$ cat config.mk
export PLATFORM = sky130hd
export DESIGN_NAME = simt_mask_unit
export DESIGN_NICKNAME = d
export VERILOG_FILES = /design/src/rtl/simt_pkg.sv /design/src/rtl/branch_split.sv /design/src/rtl/join_stack.sv /design/src/rtl/simt_mask_unit.sv
export SDC_FILE = /design/constraint.sdc
export NUM_CORES = 1
export LEC_CHECK = 0
export ABC_CLOCK_PERIOD_IN_PS = 18400
export BUFFER_PORTS_ARGS = -buffer_cell sky130_fd_sc_hd__buf_2
export CAP_MARGIN = 40
export CORE_MARGIN = 1.5
export CORE_UTILIZATION = 52
export CTS_CLUSTER_SIZE = 10
export DETAILED_ROUTE_END_ITERATION = 8
export GPL_ROUTABILITY_DRIVEN = 0
export HOLD_SLACK_MARGIN = 0.1
export PLACE_DENSITY = 0.69
export REMOVE_ABC_BUFFERS = 1
export SETUP_SLACK_MARGIN = 0.1
export SLEW_MARGIN = 20
export SYNTH_ARGS = -nofsm -noshare
export SYNTH_HDL_FRONTEND = slang
export SYNTH_HIERARCHICAL = 1
export SYNTH_SLANG_ARGS = --single-unit
$ cat constraint.sdc
create_clock -name clk -period 18.4 [get_ports clk]
set_clock_uncertainty 0.15 [all_clocks]
set_input_delay 3.68 -clock clk [delete_from_list [all_inputs] [get_ports clk]]
set_output_delay 3.68 -clock clk [all_outputs]
set_load 0.03 [all_outputs]
$ cat src/rtl/simt_pkg.sv
// Shared sizes and types for the warp divergence mask unit.
// Assumes one warp per unit and word-addressed instructions (next PC = PC + 1).
package simt_pkg;
    parameter int unsigned WARP_LANES  = 32;
    parameter int unsigned PC_BITS     = 16;
    parameter int unsigned JOIN_DEPTH  = 8;
    parameter logic [PC_BITS-1:0] BOOT_PC = '0;

    typedef logic [WARP_LANES-1:0] lane_mask_t;
    typedef logic [PC_BITS-1:0]    pc_t;

    // One saved divergence record.
    typedef struct packed {
        pc_t        join_pc;    // where the two sides meet
        pc_t        alt_pc;     // start of the fall-through side
        lane_mask_t alt_mask;   // lanes of the fall-through side
        lane_mask_t outer_mask; // mask before the branch
        logic       alt_done;   // fall-through side has been started
    } join_rec_t;
endpackage

$ cat src/rtl/branch_split.sv
// Splits the active lanes of a warp by a branch predicate and classifies
// the branch as uniform-taken, uniform-not-taken or divergent.
// Assumes: purely combinational, predicate bits of inactive lanes are don't-care.
module branch_split
    import simt_pkg::*;
(
    input  lane_mask_t active_i,
    input  lane_mask_t pred_i,
    output lane_mask_t taken_o,
    output lane_mask_t fall_o,
    output logic       all_taken_o,
    output logic       diverge_o
);
    // Lane subsets and branch class.
    always_comb begin
        taken_o     = pred_i & active_i;
        fall_o      = ~pred_i & active_i;
        all_taken_o = (taken_o == active_i);
        diverge_o   = (taken_o != '0) && (fall_o != '0);
    end
endmodule

$ cat src/rtl/join_stack.sv
// LIFO of divergence records with push, pop and mark-newest operations.
// Assumes: at most one operation per cycle (push has priority, then pop,
// then mark); a push while full or a pop or mark while empty is ignored.
// DEPTH must be a power of two.
module join_stack
    import simt_pkg::*;
#(
    parameter int unsigned DEPTH = JOIN_DEPTH
)(
    input  logic      clk,
    input  logic      rst_n,
    input  logic      push_i,
    input  join_rec_t rec_i,
    input  logic      pop_i,
    input  logic      mark_i,
    output join_rec_t top_o,
    output logic      empty_o,
    output logic      full_o
);
    localparam int unsigned CNT_W = $clog2(DEPTH + 1);
    localparam int unsigned IDX_W = (DEPTH > 1) ? $clog2(DEPTH) : 1;

    logic [CNT_W-1:0] fill_q;
    join_rec_t        slot_q [DEPTH];
    logic [IDX_W-1:0] wr_idx;
    logic [IDX_W-1:0] top_idx;

    // Derived pointers and flags.
    always_comb begin
        wr_idx  = IDX_W'(fill_q);
        top_idx = IDX_W'(fill_q - CNT_W'(1));
        empty_o = (fill_q == '0);
        full_o  = (fill_q == CNT_W'(DEPTH));
        top_o   = slot_q[top_idx];
    end

    // Fill level.
    always_ff @(posedge clk) begin
        if (!rst_n)
            fill_q <= '0;
        else if (push_i && !full_o)
            fill_q <= fill_q + CNT_W'(1);
        else if (pop_i && !empty_o)
            fill_q <= fill_q - CNT_W'(1);
    end

    // Record storage; no reset needed, reads are qualified by the fill level.
    always_ff @(posedge clk) begin
        if (push_i && !full_o)
            slot_q[wr_idx] <= rec_i;
        else if (!pop_i && mark_i && !empty_o)
            slot_q[top_idx].alt_done <= 1'b1;
    end
endmodule

$ cat src/rtl/simt_mask_unit.sv
// Warp PC and active-lane mask sequencer with divergence handling.
// Uniform branches jump or fall through. Divergent branches save a record,
// run the taken lanes first, switch to the fall-through lanes at the join
// address, then restore the outer mask on the second arrival.
// Assumes: the issue stage honours ready_o; after a divergent branch, each
// side reaches the join address before any older join address.
module simt_mask_unit
    import simt_pkg::*;
(
    input  logic                  clk,
    input  logic                  rst_n,
    input  logic                  step_i,
    input  logic                  br_i,
    input  logic [WARP_LANES-1:0] pred_i,
    input  logic [PC_BITS-1:0]    target_i,
    input  logic [PC_BITS-1:0]    join_pc_i,
    output logic                  ready_o,
    output logic [PC_BITS-1:0]    pc_o,
    output logic [WARP_LANES-1:0] lane_we_o,
    output logic                  overflow_o
);
    pc_t        pc_q, pc_d;
    lane_mask_t mask_q, mask_d;
    logic       ovf_q, ovf_set;

    lane_mask_t taken_m, fall_m;
    logic       all_taken, diverge;

    join_rec_t  new_rec, top_rec;
    logic       push, pop, mark, stk_empty, stk_full;
    logic       at_join, issue;
    pc_t        seq_pc;

    branch_split i_split (
        .active_i    (mask_q),
        .pred_i      (pred_i),
        .taken_o     (taken_m),
        .fall_o      (fall_m),
        .all_taken_o (all_taken),
        .diverge_o   (diverge)
    );

    join_stack #(.DEPTH(JOIN_DEPTH)) i_stack (
        .clk     (clk),
        .rst_n   (rst_n),
        .push_i  (push),
        .rec_i   (new_rec),
        .pop_i   (pop),
        .mark_i  (mark),
        .top_o   (top_rec),
        .empty_o (stk_empty),
        .full_o  (stk_full)
    );

    // Join detection and issue qualification.
    always_comb begin
        at_join = !stk_empty && (pc_q == top_rec.join_pc);
        issue   = step_i && !at_join;
        seq_pc  = pc_q + pc_t'(1);
        new_rec = '{join_pc:    join_pc_i,
                    alt_pc:     seq_pc,
                    alt_mask:   fall_m,
                    outer_mask: mask_q,
                    alt_done:   1'b0};
    end

    // Next PC, next mask and LIFO operation.
    always_comb begin
        pc_d    = pc_q;
        mask_d  = mask_q;
        push    = 1'b0;
        pop     = 1'b0;
        mark    = 1'b0;
        ovf_set = 1'b0;
        if (at_join) begin
            if (!top_rec.alt_done) begin
                pc_d   = top_rec.alt_pc;
                mask_d = top_rec.alt_mask;
                mark   = 1'b1;
            end else begin
                pc_d   = top_rec.join_pc;
                mask_d = top_rec.outer_mask;
                pop    = 1'b1;
            end
        end else if (issue) begin
            if (!br_i) begin
                pc_d = seq_pc;
            end else if (all_taken) begin
                pc_d = target_i;
            end else if (!diverge) begin
                pc_d = seq_pc;
            end else if (stk_full) begin
                ovf_set = 1'b1;
            end else begin
                push   = 1'b1;
                pc_d   = target_i;
                mask_d = taken_m;
            end
        end
    end

    // Warp state registers.
    always_ff @(posedge clk) begin
        if (!rst_n) begin
            pc_q   <= BOOT_PC;
            mask_q <= '1;
            ovf_q  <= 1'b0;
        end else begin
            pc_q   <= pc_d;
            mask_q <= mask_d;
            ovf_q  <= ovf_q | ovf_set;
        end
    end

    // Outputs.
    always_comb begin
        ready_o    = !at_join;
        pc_o       = pc_q;
        lane_we_o  = mask_q;
        overflow_o = ovf_q;
    end
endmodule

After elaboration in Yosys (flattened, before gate mapping)
Memory sizes are Yosys's and may differ from the RTL's.
Cells that the tools add are included.
{"block": "classes", "n_addsub": 3, "mul": 0, "n_div": 0, "magnitude_cmp": 0, "eq_ne": 6, "shift": 0, "muxes": 40, "bitwise": 4, "n_reduce_logical": 21}
{"operator": "$mux W32", "count": 7}
{"operator": "$mux W16", "count": 7}
{"operator": "$mux W97", "count": 1}
{"operator": "$reduce_or A97 Y1", "count": 1}
{"operator": "$and A32 B32 Y32", "count": 2}
{"operator": "$reduce_bool A32 Y1", "count": 2}
{"operator": "$eq A32 B32 Y1", "count": 1}
{"operator": "$not A32 Y32", "count": 1}
{"operator": "$mux W1", "count": 21}
{"operator": "$add A16 B1 Y16 const B", "count": 1}
{"operator": "$eq A16 B16 Y1", "count": 1}
{"operator": "$mux W4", "count": 2}
{"operator": "$reduce_bool A2 Y1", "count": 4}
{"operator": "$logic_and A1 B1 Y1", "count": 7}
{"operator": "$ne A5 B5 Y1 const B", "count": 1}
{"operator": "$reduce_and A5 Y1", "count": 1}
{"operator": "$add A4 B1 Y4 const B", "count": 1}
{"operator": "$eq A4 B4 Y1 const B", "count": 1}
{"operator": "$logic_not A1 Y1", "count": 4}
{"operator": "$logic_not A4 Y1", "count": 1}
{"operator": "$sub A4 B1 Y4 const B", "count": 1}
{"operator": "$mux W3", "count": 1}
{"operator": "$mux W2", "count": 1}
{"operator": "$ne A2 B1 Y1 const B", "count": 1}
{"operator": "3 further kinds", "count": 3}
{"block": "totals", "reg_bits": 53, "latch_bits": 0, "mem_bits_rw": 776, "mem_bits_ro": 0, "input_bits": 68, "output_inout_bits": 50, "elab_cells": 79, "n_memories": 1}
{"memory": "i_stack.slot_q", "depth": 8, "width": 97, "rd": 1, "rd_ports_with_merged_regs": 0, "wr": 1, "line_no": "join_stack.sv:24", "rtl": "join_rec_t slot_q [DEPTH];"}

Longest topological paths before layout
Gate-level depths: netlist (run 1).
{"block": "depth", "word_depth": 14, "ltp_mapped": 20}

Modules after synthesis
Netlist (run 1), hierarchy kept.
{"mod": "join_stack", "instances": 1, "cells_per_inst": 1314, "area_each_um2": 30297.8, "seq_area_each_um2": 23382.4}
{"mod": "simt_mask_unit", "instances": 1, "cells_per_inst": 446, "area_each_um2": 3937.5, "seq_area_each_um2": 980.9}
{"mod": "branch_split", "instances": 1, "cells_per_inst": 86, "area_each_um2": 573.0, "seq_area_each_um2": 0.0}

Worst setup path after synthesis (run 1)
Ideal clock, no wire load.
{"block": "synth_timing", "path_kind": "in2reg", "from": "input port pred_i[17]", "to": "register i_stack.fill_q[3]", "setup_ns": 0.127, "t_arrival_ns": 12.551, "t_required_ns": 18.123, "setup_slack_ns": 5.572, "cell_stages": 11, "path_buffers": 1, "path_cell_list": "and2b_2 -> nor4_1 -> nand4_1 -> a2bb2oi_1 -> nand4b_1 -> nor3_1 -> buf_2 -> nand2_1 -> nor3_1 -> o21ai_0 -> o311a_1"}
{"block": "synth_via", "elab_chain_cells": 11, "word_cells_on_any_way": 15}
{"element": "start, declared", "line_no": "simt_mask_unit.sv:14", "rtl": "input logic [WARP_LANES-1:0] pred_i,"}
{"element": "$not A32 Y32", "line_no": "branch_split.sv:17", "rtl": "fall_o = ~pred_i & active_i;"}
{"element": "$and A32 B32 Y32", "line_no": "branch_split.sv:17"}
{"element": "$reduce_bool A32 Y1", "line_no": "branch_split.sv:19", "rtl": "diverge_o = (taken_o != '0) && (fall_o != '0);"}
{"element": "$logic_and A1 B1 Y1 *", "line_no": "branch_split.sv:19"}
{"element": "via diverge", "line_no": "simt_mask_unit.sv:27", "rtl": "logic all_taken, diverge;"}
{"element": "$mux W1 *", "line_no": "simt_mask_unit.sv:90", "rtl": "end else if (!diverge) begin"}
{"element": "$mux W1 *", "line_no": "simt_mask_unit.sv:88", "rtl": "end else if (all_taken) begin"}
{"element": "$mux W1 *", "line_no": "simt_mask_unit.sv:86", "rtl": "if (!br_i) begin"}
{"element": "$mux W1 *", "line_no": "simt_mask_unit.sv:85", "rtl": "end else if (issue) begin"}
{"element": "$mux W1 *", "line_no": "simt_mask_unit.sv:75", "rtl": "if (at_join) begin"}
{"element": "via push", "line_no": "simt_mask_unit.sv:30", "rtl": "logic push, pop, mark, stk_empty, stk_full;"}
{"element": "$logic_and A1 B1 Y1 *", "line_no": "join_stack.sv:41", "rtl": "else if (push_i && !full_o)"}
{"element": "$mux W4 or $reduce_bool A2 Y1 (tied branches)"}
{"element": "end signal, assigned", "line_no": "join_stack.sv:42", "rtl": "fill_q <= fill_q + CNT_W'(1);"}
{"element": "end signal, assigned", "line_no": "join_stack.sv:44", "rtl": "fill_q <= fill_q - CNT_W'(1);"}
{"element": "end, declared", "line_no": "join_stack.sv:23", "rtl": "logic [CNT_W-1:0] fill_q;"}
The timed path passes the listed nets; every way through them passes the cells marked *.
A chain may end at the register's enable or synchronous reset.

==> metrics, run 1 <==
status=finished, violations left; failing checks=design-rule violations; count leader, synth=edfxtp_1; RSZ-0062 raised after global routing=false; endpoints failing hold=0; Clock Sinks=829; max_slew headroom=33.1%; Max-Cap Viols=0; first-pass GRT wire length=121000 um; reg2reg end=i_stack/slot_q[3][68]$_DFFE_PP_; fraction of layout instances using a drive strength above 1=32.1%; PortBufs=117; final worst path period need=9.41 ns; crit path capture type=output port; Final Cycle Share=51.2%; post-synth top area share=66.9%; yosys warns=6; Worst-path clk slew=0.06 ns; Global Route Usage Sum=23.9%; count of cell types in the netlist=70; TritonCTS Buffers=94; R2R cell count=19; Core Rows=94; FF-to-FF setup slack=10.19 ns; Die Y=262 um; min-delay src=overflow_o$_SDFF_PN0_; synthesized area=34800 sq um; vias in the first global route=19.2k; initial antenna violation count=4; Post-CTS Hold Buffers=0; Clk network pwr share=40.8%; CTS max path bufs=3; Pwr Density=103 nW/um^2; Worst Setup EP=ready_o; Setup TNS Final=0 ns; crit path DAT=5.58 ns; part of the Yosys area used for sequential elements=70.0%; FF-to-FF Start=i_stack/fill_q[0]$_SDFFE_PN0P_; WL per Instance=27.2 um; Setup Buffers After CTS=0; via count=18.4k; CP Class=flop to output port; I/O pin count=118; critical path's largest stage delay=0.80 ns; top cells by count, synth=776 x edfxtp_1, 194 x mux4_2, 129 x mux2_2, 123 x and2_1, 62 x nor2b_1; Placed Cells incl. Taps=2759; mean post-synth cell area=18.9 sq um; DRC=12; Critical Path Source Type=flop; EDFF count, synth=776; Cell Count, Final, Fillers Out=2940; 1st-pass router iterations=9; HP Class=flop to flop; max-slew violations=0; Logic pwr share=7.5%; DP Wirelength=45400 um; worst endpoint required time=14.57 ns; flops & latches, synth=829; Die Width=262 um; Primary FF master, synth=edfxtp_1; Area Growth Syn to Fin=13.3%; crit path from=i_stack/fill_q[0]$_SDFFE_PN0P_; Die ar.=68500 sq um; internal power=3180 uW; sequential share of power=51.7%; Iteration-0 DRC Markers=1836; Clk Tree Root Cell=clkbuf_16; Post-CTS Resized=0; Worst Path Max Fanout=155; fmax=0.106 GHz; clock latency on the worst-skew pair=0.64 ns; Area contributors post-synth=edfxtp_1 67%, mux4_2 13%, mux2_2 4.2%, dfxtp_1 3.0%, and2_1 2.2%; vias per inst=6.25; Post-Syn Instances=1846; Max IR drop VDD=0.0000724 V; largest net degree at the start of global routing=156; Routed Wire Length=79900 um; worst slew pin tran=1.00 ns; CTS tree=done; H-tree levels=3; asr flop ratio synth=0%; remaining antenna violation count after routing=0; sw power=894 uW; initial core utilization=52.8%; crit-path cells=inv_1 -> ha_4 -> buf_12 -> mux4_2 -> mux2_2 -> xor2_1 -> nor4_4 -> nand4_4 -> buf_4 -> nor2_8 -> inv_2 -> buf_2; total gr overflow=0; Post-layout nets=2067; core area=66000 sq um; CP max stage cell=ha_4; endpoints failing setup=0; Lkg Pwr=0.0123 uW; Fin Hold WS=0.320 ns; Synth area leader=edfxtp_1; switch share=21.9%
-- cell type report --
class                      count  area [sq um]
antenna                        2          5.00
clock buffer                 166          2640
clock inverter                 8          67.6
fill                        4758         26500
inverter                      11          41.3
multi-input combinational    893          9940
sequential                   829         24400
tap                          864          1080
timing repair buffer         167          1290
-- through the flow --
stage	util, %	worst slack [ns]	power (uW)	instance area (sq um)
after detailed placement	55.5	9.41	2450	36600
after global placement	55.0	9.05	2440	36300
after global routing	59.8	8.68	4200	39400
after floorplan	-	-7.09	2380	34200
after CTS	59.6	8.87	4110	39300
final	59.8	8.99	4080	39400
-- sequential cells by signal (all words and copies together), names as in the netlist --
signal          count
overflow_o          1
pc_o               16
lane_we_o          32
i_stack/slot_q    776
i_stack/fill_q      4
-- routing by layer --
layer	part of all wire (%)	routed length (um)	global-route usage, %
met5	0.036	29	0
met4	2.2	1770	6.85
met3	6.7	5350	4.37
met2	49	39500	39.0
met1	42	33200	33.1
-- layout by cell type (no fill, tap or decap), types with 5 or more instances in the layout --
cell         n
edfxtp_1   776
mux4_2     194
mux2_2     128
and2_1     123
buf_2      118
clkbuf_16   94
clkbuf_1    70
nor2b_1     61
dfxtp_1     52
a21oi_1     46
nor2_1      32
o21ai_1     32
a2111oi_2   29
buf_4       28
nand3_1     23
xor2_1      23
mux2i_1     17
nand2_1     14
nor4_1      13
o21ai_0     12
buf_16      12
inv_1       10
nand2b_1    10
and2_2      10
xnor2_1      8
o311a_1      8
or4_1        8
buf_12       7
nor3_1       6
o21a_1       6
nand4_1      5
a22oi_1      5
-- power by group through the flow --
stage                     clock network (uW)  logic (uW)  registers (uW)
after CTS                               1690         306            2110
after global routing                    1760         326            2110
final                                   1660         305            2110
after floorplan                            0         219            2160
after global placement                     0         291            2150
after detailed placement                   0         304            2150
-- cells by family (layout without fill, tap and decap cells) --
family | after synthesis | in the layout | synth area share [%]
other cells | 1 | 3 | 0.0108
compound gates | 175 | 175 | 3.90
buf+inv | 124 | 352 | 1.85
xor+xnor | 32 | 32 | 0.805
fa+ha+maj | 3 | 3 | 0.108
flops | 829 | 829 | 70.0
mux | 342 | 342 | 17.3
simple gates | 340 | 340 | 6.05
-- worst min path at each step --
stage | to | cells after the start | slack, ns
2_1_floorplan | i_stack/fill_q[1]$_SDFFE_PN0P_ | 2 | 0.36
3_3_place_gp | overflow_o$_SDFF_PN0_ | 2 | 0.30
3_5_place_dp | overflow_o$_SDFF_PN0_ | 2 | 0.31
4_1_cts | overflow_o$_SDFF_PN0_ | 2 | 0.32
5_1_grt | overflow_o$_SDFF_PN0_ | 2 | 0.33
6_report | overflow_o$_SDFF_PN0_ | 2 | 0.32
-- critical path: cells and delay by family (launching register included) --
| family | cells | cell delay (ns) |
|---|---|---|
| buffers and inverters | 5 | 1.70 |
| and+or+nand+nor | 3 | 0.85 |
| adders and majority gates | 1 | 0.80 |
| muxes | 2 | 0.73 |
| DFF | 1 | 0.57 |
| xor gates and xnor gates | 1 | 0.17 |
Power figures use the tool's default switching activity.
==> run 2: changes to the inputs <==
--- a/config.mk
+++ b/config.mk
@@ -5,7 +5,7 @@
 export SDC_FILE = /design/constraint.sdc
 export NUM_CORES = 1
 export LEC_CHECK = 0
-export ABC_CLOCK_PERIOD_IN_PS = 18400
+export ABC_CLOCK_PERIOD_IN_PS = 8930
 export BUFFER_PORTS_ARGS = -buffer_cell sky130_fd_sc_hd__buf_2
 export CAP_MARGIN = 40
 export CORE_MARGIN = 1.5
==> constraint.sdc (replaced) <==
create_clock -name clk -period 8.93 [get_ports clk]
set_clock_uncertainty 0.15 [all_clocks]
set_input_delay 1.786 -clock clk [delete_from_list [all_inputs] [get_ports clk]]
set_output_delay 1.786 -clock clk [all_outputs]
set_load 0.03 [all_outputs]
==> run 2 against run 1 <==
The flow still finishes with violations (design-rule violations). Sequential power grew 110%. Sequential share of layout area grew 0.067 points. Hold slack gained 0.0031 ns. Flip-flop and latch count is the same. Worst setup slack lost 6.6 ns. Clock power grew 110%. Die area is the same. Cell area shrank 0.11%. Non-clock buffer count shrank 5. Combinational power grew 110%. Largest cell class unchanged. Highest routed layer is now met4.
==> metrics, run 2 (synthesis results as in run 1) <==
Setup TNS Final=0 ns (unchanged); Die Y=262 um (unchanged); Critical Path Source Type=flop; final worst path period need=6.52 ns; Worst-path clk slew=0.06 ns (about the same); HP Class=flop to flop; endpoints failing setup=0 (unchanged); failing checks=design-rule violations; Iteration-0 DRC Markers=1741 (-5.2%); via count=18.3k (-0.43%); Final Cycle Share=73.0%; Post-layout nets=2061 (-0.29%); Pwr Density=214 nW/um^2 (+110%); crit path capture type=output port; DP Wirelength=45200 um (-0.52%); Max IR drop VDD=0.000175 V (+140%); max_slew headroom=42.0% (+8.8 points); Post-CTS Resized=0 (unchanged); DRC=12 (unchanged); most common cell after layout, fill and taps aside=edfxtp_1; Die ar.=68500 sq um (unchanged); CP Class=flop to output port; crit path from=i_stack/fill_q[0]$_SDFFE_PN0P_; Routed Wire Length=81300 um (+1.7%); initial core utilization=52.8% (unchanged); worst endpoint required time=6.99 ns (-7.58 ns); remaining antenna violation count after routing=0 (unchanged); Area Growth Syn to Fin=13.2%; CTS max path bufs=3 (unchanged); max-slew violations=0 (unchanged); vias per inst=6.23 (-0.26%); WL per Instance=27.7 um (+1.9%); TritonCTS Buffers=93 (-1.1%); fmax=0.153 GHz; PortBufs=117 (unchanged); most frequent cells in the layout=776 x edfxtp_1, 194 x mux4_2, 128 x mux2_2; Clk Tree Root Cell=clkbuf_16; final setup margin=2.41 ns (-6.58 ns); FF-to-FF Start=i_stack/fill_q[0]$_SDFFE_PN0P_; RSZ-0062 raised after global routing=false; endpoints failing hold=0 (unchanged); first-pass GRT wire length=121000 um (+0.17%); Global Route Usage Sum=24.3% (+0.42 points); core area=66000 sq um (unchanged); Worst Path Max Fanout=51 (-67%); Clock Sinks=829 (unchanged); I/O pin count=118 (unchanged); worst slew pin tran=0.871 ns (-0.132 ns); fraction of layout instances using a drive strength above 1=31.9% (-0.16 points); CTS tree=done; Setup WS pre-CTS=2.75 ns (-6.65 ns); vias in the first global route=18.9k (-1.3%); Top reg by flops=i_stack/slot_q; Core Rows=94 (unchanged); Max-Cap Viols=0 (unchanged); Post-CTS Hold Buffers=0 (unchanged); clock latency on the worst-skew pair=0.65 ns (about the same); 1st-pass router iterations=7 (-2); H-tree levels=3 (unchanged); status=finished, violations left; Placed Cells incl. Taps=2758 (-0.036%); total gr overflow=0 (unchanged); initial antenna violation count=0 (-4); Setup Buffers After CTS=0 (unchanged); min-delay src=overflow_o$_SDFF_PN0_; Cell Count, Final, Fillers Out=2935 (-0.17%); crit path DAT=4.59 ns (-0.99 ns); largest net degree at the start of global routing=97 (-38%); Lkg Pwr=0.0123 uW (-0.26%); number of flip-flops in the largest register=776 (unchanged); Die Width=262 um (unchanged)
-- run 2: cell count changes in the layout (fill, tap and decap cells not counted), sizes merged --
cell      delta
clkbuf       +4
clkinvlp     -1
inv          -1
buf          -5
clkinv       -2
-- run 2: final cells by class --
class / count / area (sq um)
fill: 4795 / 26600
sequential: 829 / 24400
multi-input combinational: 893 / 9940
clock buffer: 170 / 2690
timing repair buffer: 162 / 1210
tap: 864 / 1080
clock inverter: 4 / 53.8
inverter: 11 / 41.3
antenna: 2 / 5.00
-- run 2: path summary, 6_finish.rpt --
path                                                   endpoint  cells after the start  slack (ns)
worst max-delay path                                    ready_o                     10        2.41
worst min-delay path                      overflow_o$_SDFF_PN0_                      2        0.32
worst max register to register  i_stack/slot_q[2][25]$_DFFE_PP_                     15        2.74
worst min register to register            overflow_o$_SDFF_PN0_                      2        0.32
-- run 2: metrics by stage --
step | cell area [sq um] | util, % | hold WS, ns | power, uW
6_report | 39400 | 59.7 | 0.323 | 8440
5_1_grt | 39400 | 59.7 | 0.358 | 8690
4_1_cts | 39400 | 59.7 | 0.318 | 8500
3_5_place_dp | 36600 | 55.5 | 0.305 | 5060
3_3_place_gp | 36500 | 55.2 | 0.294 | 5030
2_1_floorplan | 34200 | - | 0.363 | 4910
-- run 2: where the power goes --
group	internal, uW	switching [uW]
registers	4310	32.8
logic	263	376
clock network	2020	1440
total	6590	1850
-- run 2: worst max-delay path: stages (launching register included) --
cell,delay [ns]
dfxtp_4,0.57
inv_1,0.25
ha_4,0.84
mux4_2,0.42
mux2_2,0.30
xor2_1,0.21
nor4_4,0.45
nand4_4,0.20
nor2_8,0.35
inv_2,0.13
buf_2,0.21
-- run 2: routing by layer --
metal | vias to the layer above | track usage (%) | routed length, um | part of all wire (%)
li1 | 7779 | - | - | -
met1 | 9649 | 33.1 | 33200 | 41
met2 | 714 | 39.9 | 40100 | 49
met3 | 143 | 3.90 | 5430 | 6.7
met4 | 0 | 8.65 | 2550 | 3.1
met5 | - | 0 | 0 | 0
